File: src/rtl/ask_enc_pkg.sv
package ask_enc_pkg;
  typedef enum logic [1:0] {
    ENC_RAW   = 2'd0,
    ENC_MANCH = 2'd1,
    ENC_BIPH  = 2'd2,
    ENC_BAD   = 2'd3
  } enc_mode_t;

  typedef enum logic [2:0] {
    ST_IDLE   = 3'd0,
    ST_PRIME0 = 3'd1,
    ST_PRIME1 = 3'd2,
    ST_PRIME2 = 3'd3,
    ST_RUN    = 3'd4
  } seq_state_t;
endpackage

File: src/rtl/ask_bit_store.sv
module ask_bit_store #(
  parameter int ADDR_W = 6
) (
  input  logic              clk,
  input  logic              wr_en,
  input  logic [ADDR_W-1:0] wr_addr,
  input  logic              wr_bit,
  input  logic [ADDR_W-1:0] rd_addr,
  output logic              rd_bit
);
  localparam int DEPTH = 1 << ADDR_W;

  logic mem [DEPTH];

  // registered read so the store maps onto block RAM
  always_ff @(posedge clk) begin
    if (wr_en) mem[wr_addr] <= wr_bit;
    rd_bit <= mem[rd_addr];
  end
endmodule

File: src/rtl/ask_level_gen.sv
module ask_level_gen
  import ask_enc_pkg::*;
(
  input  enc_mode_t mode,
  input  logic      bit_v,
  input  logic      second_half,
  input  logic      fix_pass,
  input  logic      phase,
  output logic      level
);
  always_comb begin
    unique case (mode)
      ENC_RAW:   level = bit_v ^ fix_pass;
      ENC_MANCH: level = bit_v ^ second_half;
      ENC_BIPH:  level = bit_v ? (phase ^ second_half) : phase;
      default:   level = 1'b0;
    endcase
  end
endmodule

File: src/rtl/ask_seq_ctrl.sv
module ask_seq_ctrl
  import ask_enc_pkg::*;
#(
  parameter int ADDR_W = 6,
  parameter int DIV_W  = 8
) (
  input  logic              clk,
  input  logic              rst,
  input  logic              start,
  input  logic              stop,
  input  logic              strobe,
  input  logic [1:0]        mode_in,
  input  logic              invert_in,
  input  logic [DIV_W-1:0]  div_in,
  input  logic [ADDR_W:0]   len_in,
  input  logic              rd_bit,
  output logic [ADDR_W-1:0] rd_addr,
  output logic              run,
  output logic              err,
  output enc_mode_t         mode,
  output logic              bit_v,
  output logic              second_half,
  output logic              fix_pass,
  output logic              phase,
  output logic              half_mark
);
  localparam int LEN_W = ADDR_W + 1;
  localparam int DEPTH = 1 << ADDR_W;

  seq_state_t        st_q;
  enc_mode_t         mode_q;
  logic              err_q, inv_q, pass_q, ph_q, cur_q, last_q, fix_q;
  logic [DIV_W-1:0]  div_q, half_q, cnt_q;
  logic [ADDR_W-1:0] lenm1_q, idx_q, nxt_idx;
  logic              cfg_bad, bit_end, ph_flip;

  always_comb begin
    cfg_bad = (mode_in == 2'd3) || div_in[0] || (div_in == '0) ||
              (len_in == '0) || (len_in > LEN_W'(DEPTH));
    nxt_idx = (idx_q == lenm1_q) ? '0 : idx_q + 1'b1;
    bit_end = (cnt_q == div_q - 1'b1);
    ph_flip = (mode_q == ENC_BIPH && !bit_v) ? ~ph_q : ph_q;
    unique case (st_q)
      ST_PRIME0: rd_addr = lenm1_q;
      ST_PRIME1: rd_addr = '0;
      default:   rd_addr = nxt_idx;
    endcase
  end

  always_ff @(posedge clk) begin
    if (rst) begin
      st_q <= ST_IDLE; mode_q <= ENC_RAW; err_q <= 1'b0; inv_q <= 1'b0;
      div_q <= '0; half_q <= '0; cnt_q <= '0; lenm1_q <= '0; idx_q <= '0;
      pass_q <= 1'b0; ph_q <= 1'b0; cur_q <= 1'b0; last_q <= 1'b0; fix_q <= 1'b0;
    end else if (stop) begin
      st_q <= ST_IDLE;
    end else if (start) begin
      if (cfg_bad) begin
        err_q <= 1'b1;
        st_q  <= ST_IDLE;
      end else begin
        err_q   <= 1'b0;
        st_q    <= ST_PRIME0;
        mode_q  <= enc_mode_t'(mode_in);
        inv_q   <= invert_in;
        div_q   <= div_in;
        half_q  <= div_in >> 1;
        lenm1_q <= ADDR_W'(len_in - 1'b1);
        idx_q   <= '0;
        cnt_q   <= '0;
        pass_q  <= 1'b0;
        ph_q    <= 1'b0;
      end
    end else begin
      unique case (st_q)
        ST_PRIME0: st_q <= ST_PRIME1;
        ST_PRIME1: begin
          last_q <= rd_bit;
          st_q   <= ST_PRIME2;
        end
        ST_PRIME2: begin
          cur_q <= rd_bit;
          fix_q <= (rd_bit == last_q) && (mode_q != ENC_MANCH);
          st_q  <= ST_RUN;
        end
        ST_RUN: if (strobe) begin
          if (bit_end) begin
            cnt_q <= '0;
            cur_q <= rd_bit;
            if (idx_q == lenm1_q) begin
              idx_q <= '0;
              if (!pass_q && fix_q) begin
                pass_q <= 1'b1;
                ph_q   <= ph_flip;
              end else begin
                pass_q <= 1'b0;
                ph_q   <= 1'b0;
              end
            end else begin
              idx_q <= idx_q + 1'b1;
              ph_q  <= ph_flip;
            end
          end else begin
            cnt_q <= cnt_q + 1'b1;
          end
        end
        default: st_q <= ST_IDLE;
      endcase
    end
  end

  assign run         = (st_q == ST_RUN);
  assign err         = err_q;
  assign mode        = mode_q;
  assign bit_v       = cur_q ^ inv_q;
  assign second_half = (cnt_q >= half_q);
  assign fix_pass    = pass_q;
  assign phase       = ph_q;
  assign half_mark   = (cnt_q == half_q);

  AST_CNT_RANGE: assert property (@(posedge clk) disable iff (rst)
    run |-> cnt_q < div_q);
  AST_IDX_RANGE: assert property (@(posedge clk) disable iff (rst)
    run |-> idx_q <= lenm1_q);
  AST_ERR_NOT_RUN: assert property (@(posedge clk) disable iff (rst)
    err |-> !run);
  AST_PHASE_LOOP: assert property (@(posedge clk) disable iff (rst)
    (run && mode_q == ENC_BIPH && !pass_q && idx_q == '0 && cnt_q == '0) |-> !ph_q);
  AST_MANCH_NOFIX: assert property (@(posedge clk) disable iff (rst)
    (run && mode_q == ENC_MANCH) |-> !pass_q);
endmodule

File: src/rtl/ask_bit_encoder.sv
module ask_bit_encoder
  import ask_enc_pkg::*;
#(
  parameter int ADDR_W = 6,
  parameter int DIV_W  = 8
) (
  input  logic              clk,
  input  logic              rst,
  input  logic              wr_en,
  input  logic [ADDR_W-1:0] wr_addr,
  input  logic              wr_bit,
  input  logic [ADDR_W:0]   seq_len,
  input  logic [DIV_W-1:0]  bit_div,
  input  logic [1:0]        enc_mode,
  input  logic              invert,
  input  logic              start,
  input  logic              stop,
  input  logic              strobe,
  output logic              coil,
  output logic              active,
  output logic              cfg_err
);
  logic [ADDR_W-1:0] rd_addr;
  logic              rd_bit, run, bit_v, second_half, fix_pass, phase, level, half_mark;
  enc_mode_t         mode;
  logic              coil_q;

  ask_bit_store #(.ADDR_W(ADDR_W)) u_store (
    .clk(clk), .wr_en(wr_en), .wr_addr(wr_addr), .wr_bit(wr_bit),
    .rd_addr(rd_addr), .rd_bit(rd_bit)
  );

  ask_seq_ctrl #(.ADDR_W(ADDR_W), .DIV_W(DIV_W)) u_seq (
    .clk(clk), .rst(rst), .start(start), .stop(stop), .strobe(strobe),
    .mode_in(enc_mode), .invert_in(invert), .div_in(bit_div), .len_in(seq_len),
    .rd_bit(rd_bit), .rd_addr(rd_addr), .run(run), .err(cfg_err), .mode(mode),
    .bit_v(bit_v), .second_half(second_half), .fix_pass(fix_pass),
    .phase(phase), .half_mark(half_mark)
  );

  ask_level_gen u_level (
    .mode(mode), .bit_v(bit_v), .second_half(second_half),
    .fix_pass(fix_pass), .phase(phase), .level(level)
  );

  always_ff @(posedge clk) begin
    if (rst || start || stop || !run) coil_q <= 1'b0;
    else if (strobe)                  coil_q <= level;
  end

  assign coil   = coil_q;
  assign active = run;

  AST_IDLE_LOW: assert property (@(posedge clk) disable iff (rst)
    !run |=> !coil);
  AST_COIL_HOLD: assert property (@(posedge clk) disable iff (rst)
    (run && !strobe && !start && !stop) |=> $stable(coil));
  AST_MANCH_FLIP: assert property (@(posedge clk) disable iff (rst)
    (run && strobe && !start && !stop && mode == ENC_MANCH && half_mark)
    |=> coil != $past(coil));
endmodule

File: config.mk
export PLATFORM = sky130hd
export DESIGN_NAME = ask_bit_encoder
export DESIGN_NICKNAME = d
export VERILOG_FILES = /design/src/rtl/ask_enc_pkg.sv /design/src/rtl/ask_bit_store.sv /design/src/rtl/ask_level_gen.sv /design/src/rtl/ask_seq_ctrl.sv /design/src/rtl/ask_bit_encoder.sv
export SDC_FILE = /design/constraint.sdc
export NUM_CORES = 1
export LEC_CHECK = 0
export ABC_CLOCK_PERIOD_IN_PS = 4400
export BUFFER_PORTS_ARGS = -buffer_cell sky130_fd_sc_hd__buf_2
export CELL_PAD_IN_SITES_DETAIL_PLACEMENT = 0
export CELL_PAD_IN_SITES_GLOBAL_PLACEMENT = 1
export CORE_ASPECT_RATIO = 0.9
export CORE_MARGIN = 1.5
export CORE_UTILIZATION = 52
export CTS_CLUSTER_SIZE = 14
export DETAILED_ROUTE_END_ITERATION = 8
export PLACE_DENSITY = 0.88
export SKIP_LAST_GASP = 1
export SYNTH_ARGS = -nofsm -noshare
export SYNTH_HDL_FRONTEND = slang
export SYNTH_SLANG_ARGS = --single-unit
File: constraint.sdc
create_clock -name clk -period 4.4 [get_ports clk]
set_clock_uncertainty 0.15 [all_clocks]
set_input_delay 0.44 -clock clk [delete_from_list [all_inputs] [get_ports clk]]
set_output_delay 0.44 -clock clk [all_outputs]
set_load 0.02 [all_outputs]
Word-level counts from Yosys, hierarchy flattened
Memory sizes are Yosys's and may differ from the RTL's. A register that Yosys moved wholly into a read port is not among the register bits.
Index checks and enable logic that the tools add are counted.
W data, S select, Z words.
{"block": "op_classes", "n_addsub": 4, "magnitude_cmp": 2, "n_eq_ne": 15, "mux": 37, "n_bitwise": 8, "reduce_logical": 30}
{"cell": "$mux W8", "n": 5}
{"cell": "$mux W6", "n": 6}
{"cell": "$mux W1", "n": 21}
{"cell": "$pmux W3 S4", "n": 1}
{"cell": "$pmux W6 S2", "n": 1}
{"cell": "$reduce_and A5 Y1", "n": 2}
{"cell": "$reduce_bool A2 Y1", "n": 5}
{"cell": "$reduce_and A3 Y1", "n": 3}
{"cell": "$add A8 B1 Y8 const B", "n": 1}
{"cell": "$eq A8 B8 Y1", "n": 1}
{"cell": "$ge A8 B7 Y1", "n": 1}
{"cell": "$logic_not A8 Y1", "n": 1}
{"cell": "$sub A8 B1 Y8 const B", "n": 1}
{"cell": "$gt A7 B7 Y1 const B", "n": 1}
{"cell": "$logic_not A7 Y1", "n": 1}
{"cell": "$logic_or A1 B1 Y1", "n": 7}
{"cell": "$add A6 B1 Y6 const B", "n": 1}
{"cell": "$eq A3 B2 Y1 const B", "n": 2}
{"cell": "$eq A6 B6 Y1", "n": 1}
{"cell": "$ne A2 B2 Y1 const B", "n": 3}
{"cell": "$reduce_and A6 Y1", "n": 1}
{"cell": "$sub A6 B1 Y6 const B", "n": 1}
{"cell": "$eq A2 B2 Y1 const B", "n": 2}
{"cell": "$ne A2 B1 Y1 const B", "n": 2}
{"cell": "other kinds (15)", "n": 25}
{"block": "totals", "regBits": 48, "ram_bits": 64, "inputBits": 31, "elab_cells": 112, "n_memories": 1}
{"memory": "u_store.mem", "depth": 64, "word_bits": 1, "rd": 1, "rd_clocked_by_memory_dff": 1, "wr": 1, "line_no": "ask_bit_store.sv:13", "rtl": "logic mem [DEPTH];"}

Longest topological paths before layout
Gate-level depths: netlist of run 1.
{"block": "logic_depth", "ltp_word": 10, "depth_mapped": 12, "ltp_nobuf": 11}

Hierarchy
Synthesis of run 1 repeated with hierarchy kept, for this count alone.
{"block": "hier_totals", "hier_cells": 555, "area_unflattened_um2": 5605.4}
{"mod": "ask_bit_store", "n_inst": 1, "cells_each": 226, "area_each_um2": 2971.6, "seq_area_each_um2": 1941.9}
{"mod": "ask_seq_ctrl", "n_inst": 1, "cells_each": 317, "area_each_um2": 2514.9, "seq_area_each_um2": 800.8}
{"mod": "ask_level_gen", "n_inst": 1, "cells_each": 8, "area_each_um2": 62.6, "seq_area_each_um2": 0.0}
{"mod": "ask_bit_encoder", "n_inst": 1, "cells_each": 4, "area_each_um2": 56.3, "seq_area_each_um2": 20.0}

Worst setup path after synthesis of run 1
OpenSTA, ideal clock, no wires.
{"block": "synth_timing", "path_type": "register to register", "startpoint": "reg u_seq.st_q[1]", "endpoint": "reg u_seq.idx_q[4]", "setup_time_ps": 71, "t_arrival_ps": 2672, "t_required_ps": 4179, "setup_slack_ps": 1507, "path_stages_with_launch": 10, "period_less_slack_ps": 2893, "cell_sequence": "dfxtp_1 clkbuf_1 nor3_1 nand2_1 or2_2 a21oi_4 o21ai_2 buf_6 or4_1 a21oi_1"}
{"block": "synth_between", "elab_chain_len": 3}
{"element": "start, declared", "line_no": "ask_seq_ctrl.sv:30", "rtl": "seq_state_t st_q;"}
{"element": "start signal, assigned", "line_no": "ask_seq_ctrl.sv:52", "rtl": "st_q <= ST_IDLE; mode_q <= ENC_RAW; err_q <= 1'b0; inv_q <= 1'b0;"}
{"element": "start signal, assigned", "line_no": "ask_seq_ctrl.sv:56", "rtl": "st_q <= ST_IDLE;"}
{"element": "start signal, assigned", "line_no": "ask_seq_ctrl.sv:60", "rtl": "st_q <= ST_IDLE;"}
{"element": "$eq A3 B3 Y1"}
{"element": "net active", "line_no": "ask_bit_encoder.sv:20", "rtl": "output logic active,"}
{"element": "$reduce_bool A2 Y1 (no source line)"}
{"element": "$reduce_and A5 Y1 (no source line)"}
{"element": "end signal, assigned", "line_no": "ask_seq_ctrl.sv:100", "rtl": "idx_q <= idx_q + 1'b1;"}
{"element": "end, declared", "line_no": "ask_seq_ctrl.sv:34", "rtl": "logic [ADDR_W-1:0] lenm1_q, idx_q, nxt_idx;"}
The timed path passes the listed nets, and every way through them passes these cells.
A chain may end at the register's enable or synchronous reset.

Worst setup path in the final report of run 1
{"block": "layout_timing", "startpoint": "reg u_seq.div_q[0]", "endpoint": "reg u_seq.ph_q, in the netlist u_seq.phase"}
{"block": "layout_between", "elab_chain_len": 4}
{"element": "start, declared", "line_no": "ask_seq_ctrl.sv:33", "rtl": "logic [DIV_W-1:0] div_q, half_q, cnt_q;"}
{"element": "start signal, assigned", "line_no": "ask_seq_ctrl.sv:66", "rtl": "div_q <= div_in;"}
{"element": "$sub A8 B1 Y8", "line_no": "ask_seq_ctrl.sv:41", "rtl": "bit_end = (cnt_q == div_q - 1'b1);"}
{"element": "$eq A8 B8 Y1", "line_no": "ask_seq_ctrl.sv:41"}
{"element": "$reduce_bool A2 Y1 (no source line)"}
{"element": "$reduce_and A5 Y1 (no source line)"}
{"element": "end signal, assigned", "line_no": "ask_seq_ctrl.sv:94", "rtl": "ph_q <= ph_flip;"}
{"element": "end signal, assigned", "line_no": "ask_seq_ctrl.sv:101", "rtl": "ph_q <= ph_flip;"}
{"element": "end, declared", "line_no": "ask_seq_ctrl.sv:32", "rtl": "logic err_q, inv_q, pass_q, ph_q, cur_q, last_q, fix_q;"}
No other way between the ends.

==> results.md, run 1 <==
- Status: complete, no violations
- CTS tree: built
- Setup violators final: 0
- H-tree depth reported by CTS: 3
- CP max-delay cell: or4_1
- Synth Area in Simple Gates: 0.214
- Pins over their slew limit: 0
- Max-Cap Viols: 0
- Final setup margin: 1.17 ns
- Hold-fix buffers at CTS: 0
- Antenna Diode Count: 0
- Design area: 6170 um^2
- DR vias: 4222
- Area of the core: 10400 um^2
- Die span in x: 113 um
- First-pass GRT wire length: 20500 um
- CTS Buf Count: 9
- Post-synthesis adder-cell area fraction: 0.0266
- Post-Synth XOR/XNOR Area: 0.0512
- Layout cell share with drive strength beyond 1: 0.104
- Flop pwr share: 0.538
- Required time worst endpoint: 4.52 ns
- Yosys warns: 0
- Ports: 34
- Avg Inst Size Synth: 9.88 um^2
- Final net count: 634
- Initial Utilization: 0.542
- RSZ-0062 raised after global routing: false
- Setup TNS: 0 ns
- Sequential fraction of the synthesis area: 0.489
- Synth unique cells: 59
- Crit path launch type: flop
- # rows: 35
- Clk Latency, worst-skew pair: 0.35 ns
- Cts repair resizes: 0
- DR iter-0 viols: 227
- Root buf cell: clkbuf_16
- Post-DRT Antenna Nets: 0
- Sw frac: 0.240
- Final worst path period need: 3.23 ns
- Commonest non-fill, non-tap cells in the layout: 105 x nor2_1, 64 x edfxtp_1, 47 x mux2i_1
- P_leak: 0.00206 uW
- Logic pwr share: 0.079
- Syn Nets: 615
- Delay-heaviest family, CP: simple AND/OR/NAND/NOR gates
- Slew at the pin closest to its max-slew limit: 1.04 ns
- DRC violations left: 0
- Cells after synthesis: 572
- Power share of the clock group: 0.383
- Cells along the critical path: or4_1 -> or4b_1 -> o211ai_2 -> o211ai_2 -> a2111oi_4 -> o21ai_2 -> or4_1 -> a21oi_1
- GP Congestion: 0.913
- Vias in the first global route: 4195
- Maximum VDD drop: 220 uV
- Final period util: 0.734
- Int Power: 1510 uW
- PwrDens: 321 nW/um^2
- Register bit total from synthesis: 106
- Drt pass-1 iters: 4
- Crit path largest cell delay: 0.54 ns
- Async SR Flop Fraction: 0
- Die area: 11500 um^2
- CP Capture Type: flop
- Bufs on Longest Clock Path: 2
- Max Freq: 0.310 GHz
- Final hold vios: 0
- Mapped Area: 5650 um^2
- Largest net degree at the start of global routing: 65
- CTS sink count: 106
- Post-synth EDFFs: 64
- Overall routing resource usage: 0.226
- Mux cell area share after synthesis: 0.0853
- Chip height: 102 um
- Total Routed Length: 12100 um
- Input/output buffers: 33
- CP max FO: 11
- Synth Area in Compound Gates: 0.103
- Net Sw Power: 477 uW
- Drt via density: 5.82
- CP Class: reg -> reg
- Setup repair bufs after CTS: 0
- Initial antenna violation count: 0
- Layout area overhead: 9.30%
- Buf+Inv Stages, Crit Path: 0
- Clk slew on worst S/H paths: 0.07 ns
- Most common cell after layout, fill and taps aside: nor2_1
- Final HPWL DP: 8670 um
- Primary FF master, synth: edfxtp_1
- Gr ovfl total: 0
- Main combinational cell family by area after synthesis: simple AND/OR/NAND/NOR gates
- Critical path arrival: 3.35 ns
- Dpl cell area: 5900 um^2
- Post-Place Worst Slack: 1.18 ns
- HP Class: in -> reg
- Relative max-transition margin: 0.306
- Wire per inst: 16.7 um
==> synthesized netlist by cell type (4+ instances only) <==
cell type / number / area share
a2111oi_0: 4 / 0.0062
a211o_1: 5 / 0.0078
a211oi_1: 9 / 0.012
a21o_1: 7 / 0.0093
a21oi_1: 15 / 0.013
a31oi_1: 5 / 0.0055
and2_1: 5 / 0.0055
and3_1: 5 / 0.0055
buf_2: 4 / 0.0035
clkbuf_1: 21 / 0.014
dfxtp_1: 42 / 0.15
edfxtp_1: 64 / 0.34
ha_1: 12 / 0.027
inv_1: 14 / 0.0093
mux2i_1: 47 / 0.083
nand2_1: 38 / 0.025
nand2b_1: 12 / 0.013
nand3_1: 19 / 0.017
nand4_1: 11 / 0.012
nor2_1: 105 / 0.070
nor2b_1: 10 / 0.011
nor3_1: 18 / 0.016
nor4_1: 7 / 0.0078
or3_1: 7 / 0.0078
or4_1: 6 / 0.0080
xnor2_1: 16 / 0.025
xor2_1: 17 / 0.026
==> per-stage QoR <==
stage                     total power [uW]  instances   util  hold slack [ns]
final                                 1980        725  0.592            0.159
after global routing                  2050        725  0.592            0.163
after CTS                             1990        725  0.592            0.148
after detailed placement              1250        709  0.566            0.339
after global placement                1240        709  0.566            0.329
after floorplan                       1190        572      -            0.311
==> layout make-up <==
cell class / instances / area (um^2)
Fill cell: 912 / 4250
Tap cell: 129 / 161
Inverter: 15 / 56.3
Clock buffer: 10 / 229
Timing Repair Buffer: 36 / 188
Sequential cell: 106 / 2760
Clock inverter: 6 / 47.5
Multi-Input combinational cell: 423 / 2730
==> cell families after synthesis <==
group,count (synthesis)
fa+ha+maj,12
buf+inv,43
mux,48
compound gates,76
flops,106
xor+xnor,33
simple gates,254
==> worst paths after layout <==
kind / startpoint / endpoint / slack, ns / cells after the start
worst max-delay path: u_seq.div_q[0] / u_seq.phase / 1.17 / 8
worst min-delay path: seq_len[0] / u_seq.lenm1_q[0] / 0.16 / 2
worst max register to register: u_seq.div_q[0] / u_seq.phase / 1.17 / 8
worst min register to register: u_seq.fix_q / u_seq.fix_q / 0.36 / 2
==> flip-flops by register name, indices dropped and copies added, names as in the netlist, 2 cells and up <==
register	cells
u_seq.div_q	8
u_seq.mode	2
u_seq.cnt_q	8
u_seq.idx_q	6
u_seq.st_q	3
u_seq.lenm1_q	6
u_store.mem	64
==> layer usage <==
layer	wire, um	up-vias	track usage
met3	494	15	0.0356
met1	5960	2006	0.316
li1	-	2115	-
met4	137	0	0.0683
met2	5540	86	0.371
met5	0	-	0
==> power groups by stage <==
| stage | Combinational [uW] | Clock, uW | Sequential (uW) |
|---|---|---|---|
| floorplan | 102 | 0 | 1090 |
| global placement | 152 | 0 | 1090 |
| detailed placement | 155 | 0 | 1090 |
| CTS | 156 | 768 | 1070 |
| global route | 173 | 805 | 1070 |
| finish | 157 | 760 | 1070 |
No activity file was read; power rests on OpenSTA's default activity.
==> run 2: changes to the inputs <==
- ABC_AREA: default -> 1
- ABC_CLOCK_PERIOD_IN_PS: 4400 -> 3110
- CORE_UTILIZATION: 52 -> 46
- PLACE_DENSITY: 0.88 -> 0.83
- clock period: 4.4 -> 3.11 ns (I/O delays scaled with it)
==> run 2 against run 1 <==
Net effect: utilization is 6.8 points lower; worst hold slack worse by 0.11 ns; die area is 16% higher; final cell count is 28% higher; sequential share of layout area is 1.6 points lower; via count is 15% higher; clock power is 46% higher; critical path depth is 8 higher; synthesized cell count is 29% higher; area after synthesis is 3.3% higher; register-to-register slack worse by 0.63 ns; count of clock-buffer cells in the layout is 1 lower; critical endpoint is now u_seq.fix_pass; largest cell class unchanged.
==> results.md, run 2 <==
- Final HPWL DP: 9950 um (+15%)
- DR iter-0 viols: 432 (+90%)
- PwrDens: 478 nW/um^2 (+49%)
- Area of the core: 12200 um^2 (+17%)
- Post-Synth XOR/XNOR Area: 0.0330 (-0.0181)
- R2R setup slack: 0.54 ns (-0.63 ns)
- Chip height: 110 um (+7.8%)
- Max-Cap Viols: 0 (unchanged)
- Relative max-transition margin: 0.342 (+0.0360)
- Worst r2r src: u_seq.div_q[0]
- Clk slew on worst S/H paths: 0.07 ns (about the same)
- Root buf cell: clkbuf_16
- Antenna Diode Count: 0 (unchanged)
- CP Class: in -> reg
- Layout cell share with drive strength beyond 1: 0.110 (+0.00622)
- Reg with most FFs: u_store.mem
- Synth top cells by count: 152 x nand2_1, 95 x nor2_1, 94 x nand3_1
- Non-Filler Instances: 931 (+28%)
- Largest register FFs: 64 (unchanged)
- Main combinational cell family by area after synthesis: simple AND/OR/NAND/NOR gates
- Count leader, synth: nand2_1
- Slew at the pin closest to its max-slew limit: 0.987 ns (-0.0540 ns)
- GP Congestion: 0.889 (-2.6%)
- Overall routing resource usage: 0.220 (-0.00606)
- Final hold vios: 0 (unchanged)
- HP Class: in -> reg
- Mapped Area: 5830 um^2 (+3.3%)
- Placed Cells: 914 (+29%)
- Primary FF master, synth: edfxtp_1
- Yosys warns: 0 (unchanged)
- Largest net degree at the start of global routing: 65 (unchanged)
- Initial Utilization: 0.477 (-0.0646)
- Layout area overhead: 9.76%
- CP max FO: 11 (unchanged)
- Drt pass-1 iters: 5 (+1)
- Yosys top cell by area: edfxtp_1
- Hold path depth: 3 (+1)
- Sink of the worst hold path: u_seq.inv_q
- Ports: 34 (unchanged)
- Initial antenna violation count: 0 (unchanged)
- Synth area leaders: edfxtp_1 33%, dfxtp_1 14%, nand2_1 9.8%, nand3_1 8.1%, nor2_1 6.1%
- Post-synth EDFFs: 64 (unchanged)
- First-pass GRT wire length: 22300 um (+8.9%)
- Maximum VDD drop: 370 uV (+68%)
- DRC violations left: 0 (unchanged)
- WHS: 0.0518 ns (-0.107 ns)
- Gr ovfl total: 0 (unchanged)
- Mux cell area share after synthesis: 0 (-0.0853)
- Synth unique cells: 41 (-31%)
- Synth top area share: 0.329 (-0.0107)
- Regs by FF count: u_store.mem x64, u_seq.cnt_q x8, u_seq.div_q x8
- Die area: 13400 um^2 (+16%)
- Crit path from: seq_len[0]
- Setup repair bufs after CTS: 0 (unchanged)
- Input/output buffers: 33 (unchanged)
- Critical path arrival: 2.84 ns (-0.51 ns)
- CP Capture Type: flop
- CTS sink count: 106 (unchanged)
- Post-synthesis adder-cell area fraction: 0.0257 (-0.000838)
- Commonest non-fill, non-tap cells in the layout: 152 x nand2_1, 95 x nor2_1, 94 x nand3_1
- Crit path launch type: primary input
- Required time worst endpoint: 3.23 ns (-1.29 ns)
- H-tree depth reported by CTS: 3 (unchanged)
- # rows: 38 (+8.6%)
- Cells after synthesis: 736 (+29%)
- Avg Inst Size Synth: 7.93 um^2 (-20%)
- Setup violators final: 0 (unchanged)
- Async SR Flop Fraction: 0 (unchanged)
- CTS tree: built
- Final net count: 809 (+28%)
- Total Routed Length: 14000 um (+15%)
- P_leak: 0.00260 uW (+26%)
- Fill cells: 1184 (+30%)
- Drt via density: 5.20 (-11%)
- Setup TNS: 0 ns (unchanged)
- Synth Area in Compound Gates: 0.0744 (-0.0286)
- Synth Area in Simple Gates: 0.305 (+0.0911)
- Die span in x: 122 um (+7.8%)
- Bufs on Longest Clock Path: 2 (unchanged)
- Syn Nets: 779 (+27%)
- Most common cell after layout, fill and taps aside: nand2_1
- RSZ-0062 raised after global routing: false
- Worst Reg-to-Reg Cells: 15 (+7)
- Vias in the first global route: 4421 (+5.4%)
- CTS Buf Count: 9 (unchanged)
- Register bit total from synthesis: 106 (unchanged)
- R2R Path End: u_seq.fix_pass
- Post-DRT Antenna Nets: 0 (unchanged)
- Pins over their slew limit: 0 (unchanged)
- Hold_sp: invert
- Wire per inst: 15.0 um (-10%)
- Final worst path period need: 2.73 ns
- Clk Latency, worst-skew pair: 0.36 ns (about the same)
- DR vias: 4845 (+15%)
- Status: complete, no violations
- Final period util: 0.877
- Max Freq: 0.367 GHz
- Sequential fraction of the synthesis area: 0.474 (-0.0154)
[run 2: layout make-up]
type / count / area, um^2 / area share
clock buffers: 9 / 225 / 0.0352
clock inverters: 7 / 61.3 / 0.00958
inverters: 101 / 383 / 0.0598
multi-input cells: 509 / 2560 / 0.399
flip-flops and latches: 106 / 2760 / 0.432
well taps: 160 / 200 / 0.0313
repair buffers: 39 / 213 / 0.0332
[run 2: power breakdown]
part | internal, uW | switching [uW] | leakage, uW | total [uW]
sequential | 1510 | 14.9 | 0.000916 | 1520
combinational | 130 | 295 | 0.00154 | 425
clock | 559 | 552 | 0.000140 | 1110
[run 2: kinds of logic (layout without fill, tap and decap cells)]
group / Yosys count / count (layout)
DFF: 106 / 106
adders and majority gates: 12 / 12
AOI/OAI and AO/OA: 80 / 80
buffers and inverters: 121 / 156
and+or+nand+nor: 395 / 395
xor gates and xnor gates: 22 / 22
[run 2: repair_timing]
item / in CTS / in global routing
resized for setup: 0 / 0
hold buffers: 1 / 0
endpoints found under the hold margin: 1 / 0
[run 2: how the worst max path moves through the flow]
stage                           to  depth (start not counted)  slack (ns)
floorplan           u_seq.idx_q[3]                         10        1.03
global placement    u_seq.fix_pass                         15        0.63
detailed placement  u_seq.fix_pass                         15        0.56
CTS                 u_seq.fix_pass                         16        0.40
global route        u_seq.fix_pass                         16        0.12
finish              u_seq.fix_pass                         16        0.38
[run 2: worst max-delay path: stages]
cell and delay, ns:
dlygate4sd3_1 0.51, buf_2 0.11, inv_1 0.07, ha_1 0.19
and3_1 0.17, inv_1 0.12, or2_1 0.11, nand3_1 0.12
nand2_1 0.12, nand2_2 0.13, inv_2 0.16, nand2_4 0.11
nand2_1 0.33, o21ai_0 0.15, nand2_1 0.08, inv_1 0.03
[run 2: metal layers]
| layer | routed length [um] | GRT usage |
|---|---|---|
| met1 | 7270 | 0.337 |
| met5 | 0 | 0 |
| met4 | 162 | 0.0580 |
| met2 | 5750 | 0.315 |
| met3 | 779 | 0.0456 |
[run 2: metrics by stage]
stage	util	power, uW	cell area (um^2)	setup WS, ns
after floorplan	-	1870	5830	1.03
after global placement	0.500	1970	6110	0.634
after detailed placement	0.500	1970	6110	0.562
after CTS	0.524	3080	6400	0.403
after global routing	0.524	3170	6400	0.118
final	0.524	3060	6400	0.384
==> run 3: changes to the inputs <==
- ABC_CLOCK_PERIOD_IN_PS: 3110 -> default
- HOLD_SLACK_MARGIN: default -> 0.15
==> run 3 against run 2 <==
Net effect: power is 0.45% higher; routed wire length is 1.8% higher; combinational power is 4% higher; sequential power hardly changed; critical endpoint unchanged; worst hold slack better by 0.11 ns; maximum frequency is 0.12% lower.
==> results.md, run 3 (synthesis gave the netlist of run 2 again) <==
- Die area: 13400 um^2 (unchanged)
- Vias in the first global route: 4524 (+2.3%)
- CTS sink count: 106 (unchanged)
- Design Power: 3070 uW (+0.45%)
- Fill cells: 1162 (-1.9%)
- Final HPWL DP: 9950 um (unchanged)
- Initial Utilization: 0.477 (unchanged)
- Post-DRT Antenna Nets: 0 (unchanged)
- Hold-fix buffers at CTS: 17 (+16)
- Max Freq: 0.366 GHz (-0.12%)
- CTS Buf Count: 9 (unchanged)
- Design area: 6560 um^2 (+2.5%)
- Final worst path period need: 2.73 ns (+0.00325 ns)
- Pins over their slew limit: 0 (unchanged)
- Reg with most FFs: u_store.mem
- Status: complete, no violations
- CP max FO: 11 (unchanged)
- Final period util: 0.878 (+0.00105)
- R2R setup slack: 0.55 ns (about the same)
- DR iter-0 viols: 405 (-6.3%)
- Layout cell share with drive strength beyond 1: 0.108 (-0.00224)
- Maximum VDD drop: 370 uV (+0.12%)
- Commonest non-fill, non-tap cells in the layout: 152 x nand2_1, 95 x nor2_1, 94 x nand3_1
- Ports: 34 (unchanged)
- Delay-heaviest family, CP: simple AND/OR/NAND/NOR gates
- HP Class: in -> reg
- PwrDens: 468 nW/um^2 (-2.0%)
- First-pass GRT wire length: 22700 um (+1.7%)
- Fin util: 0.537 (+0.0131)
- Wire per inst: 15.0 um (about the same)
- Worst Reg-to-Reg Cells: 15 (unchanged)
- Total Routed Length: 14200 um (+1.8%)
- Largest net degree at the start of global routing: 65 (unchanged)
- Worst r2r src: u_seq.div_q[0]
- Crit path from: seq_len[0]
- Area of the core: 12200 um^2 (unchanged)
- Largest register FFs: 64 (unchanged)
- Setup repair bufs after CTS: 0 (unchanged)
- CP Class: in -> reg
- Chip height: 110 um (unchanged)
- Sink of the worst hold path: u_seq.lenm1_q[5]
- Cells along the critical path: dlygate4sd3_1 -> buf_2 -> inv_1 -> ha_1 -> and3_1 -> inv_1 -> or2_1 -> nand3_1 -> nand2_1 -> nand2_2 -> inv_2 -> nand2_4 -> nand2_1 -> o21ai_0 -> nand2_1 -> inv_1
- Overall routing resource usage: 0.224 (+0.00326)
- RSZ-0062 raised after global routing: false
- Most common cell after layout, fill and taps aside: nand2_1
- # rows: 38 (unchanged)
- Layout area overhead: 12.5%
- Cts repair resizes: 0 (unchanged)
- Required time worst endpoint: 3.23 ns (about the same)
- Dpl cell area: 6110 um^2 (unchanged)
- Buf+Inv Stages, Crit Path: 6 (unchanged)
- GP Congestion: 0.889 (unchanged)
- Hold_sp: seq_len[5]
- Input/output buffers: 33 (unchanged)
- Setup violators final: 0 (unchanged)
- Gr ovfl total: 0 (unchanged)
- Clk Latency, worst-skew pair: 0.36 ns (about the same)
- Regs by FF count: u_store.mem x64, u_seq.cnt_q x8, u_seq.div_q x8
- Die span in x: 122 um (unchanged)
- Setup TNS: 0 ns (unchanged)
- P_leak: 0.00267 uW (+2.7%)
- R2R Path End: u_seq.fix_pass
- Initial antenna violation count: 0 (unchanged)
- CP max-delay cell: dlygate4sd3_1
- Drt pass-1 iters: 5 (unchanged)
- Crit path largest cell delay: 0.51 ns (about the same)
- H-tree depth reported by CTS: 3 (unchanged)
- Relative max-transition margin: 0.352 (+0.0101)
- Final net count: 825 (+2.0%)
- DR vias: 4933 (+1.8%)
- Clk slew on worst S/H paths: 0.07 ns (about the same)
- Final hold vios: 0 (unchanged)
- Max-Cap Viols: 0 (unchanged)
- CTS tree: built
- Hold path depth: 3 (unchanged)
- CP Capture Type: flop
- Critical path arrival: 2.85 ns (about the same)
- Drt via density: 5.21 (about the same)
- Antenna Diode Count: 0 (unchanged)
- Crit path launch type: primary input
- Root buf cell: clkbuf_16
- Slew at the pin closest to its max-slew limit: 0.972 ns (-0.0152 ns)
- DRC violations left: 0 (unchanged)
- Bufs on Longest Clock Path: 2 (unchanged)
==> run 3: changes by cell type in the layout (fill, tap and decap cells not counted), sizes merged <==
cell         change
dlygate4sd3     +16
==> run 3: cell type report <==
| class | count | area [um^2] | area share |
|---|---|---|---|
| timing repair buffer | 55 | 373 | 0.0568 |
| inverter | 101 | 383 | 0.0583 |
| clock inverter | 7 | 61.3 | 0.00934 |
| multi-input combinational | 509 | 2560 | 0.390 |
| tap | 160 | 200 | 0.0305 |
| clock buffer | 9 | 225 | 0.0343 |
| sequential | 106 | 2760 | 0.421 |
==> run 3: metal layers <==
metal  track usage  part of all wire  vias to the layer above
li1              -                 -                     2512
met1         0.333              0.50                     2274
met2         0.324              0.42                      133
met3        0.0555             0.069                       14
met4        0.0580             0.011                        0
met5             0                 0                        -
==> run 3: worst reg2reg max path: stages (launching register included) <==
cell     delay (ns)
dfxtp_1        0.31
inv_1          0.13
ha_1           0.21
nand2_1        0.08
nor2_2         0.16
nand3_1        0.11
xor2_1         0.14
inv_1          0.05
nor2_1         0.12
nand4_1        0.18
nand2_1        0.15
nand2_4        0.10
nand2_1        0.33
o21ai_0        0.16
nand2_1        0.09
inv_1          0.03
==> run 3: through the flow <==
step / hold WS (ns) / cells / setup slack [ns]
global placement: 0.317 / 914 / 0.634
finish: 0.162 / 947 / 0.380
CTS: 0.154 / 947 / 0.403
detailed placement: 0.319 / 914 / 0.562
floorplan: 0.251 / 736 / 1.03
global route: 0.180 / 947 / 0.103
==> run 3: power by group <==
part           switching, uW  leakage [uW]  internal [uW]
Sequential              15.2      0.000916           1510
Combinational            298       0.00161            142
Clock                    550      0.000140            559
==> run 3: how the worst max path moves through the flow <==
stage                     cells after the start  slack [ns]              to
after floorplan                              10        1.03  u_seq.idx_q[3]
after global placement                       15        0.63  u_seq.fix_pass
after detailed placement                     15        0.56  u_seq.fix_pass
after CTS                                    16        0.40  u_seq.fix_pass
after global routing                         16        0.10  u_seq.fix_pass
final                                        16        0.38  u_seq.fix_pass
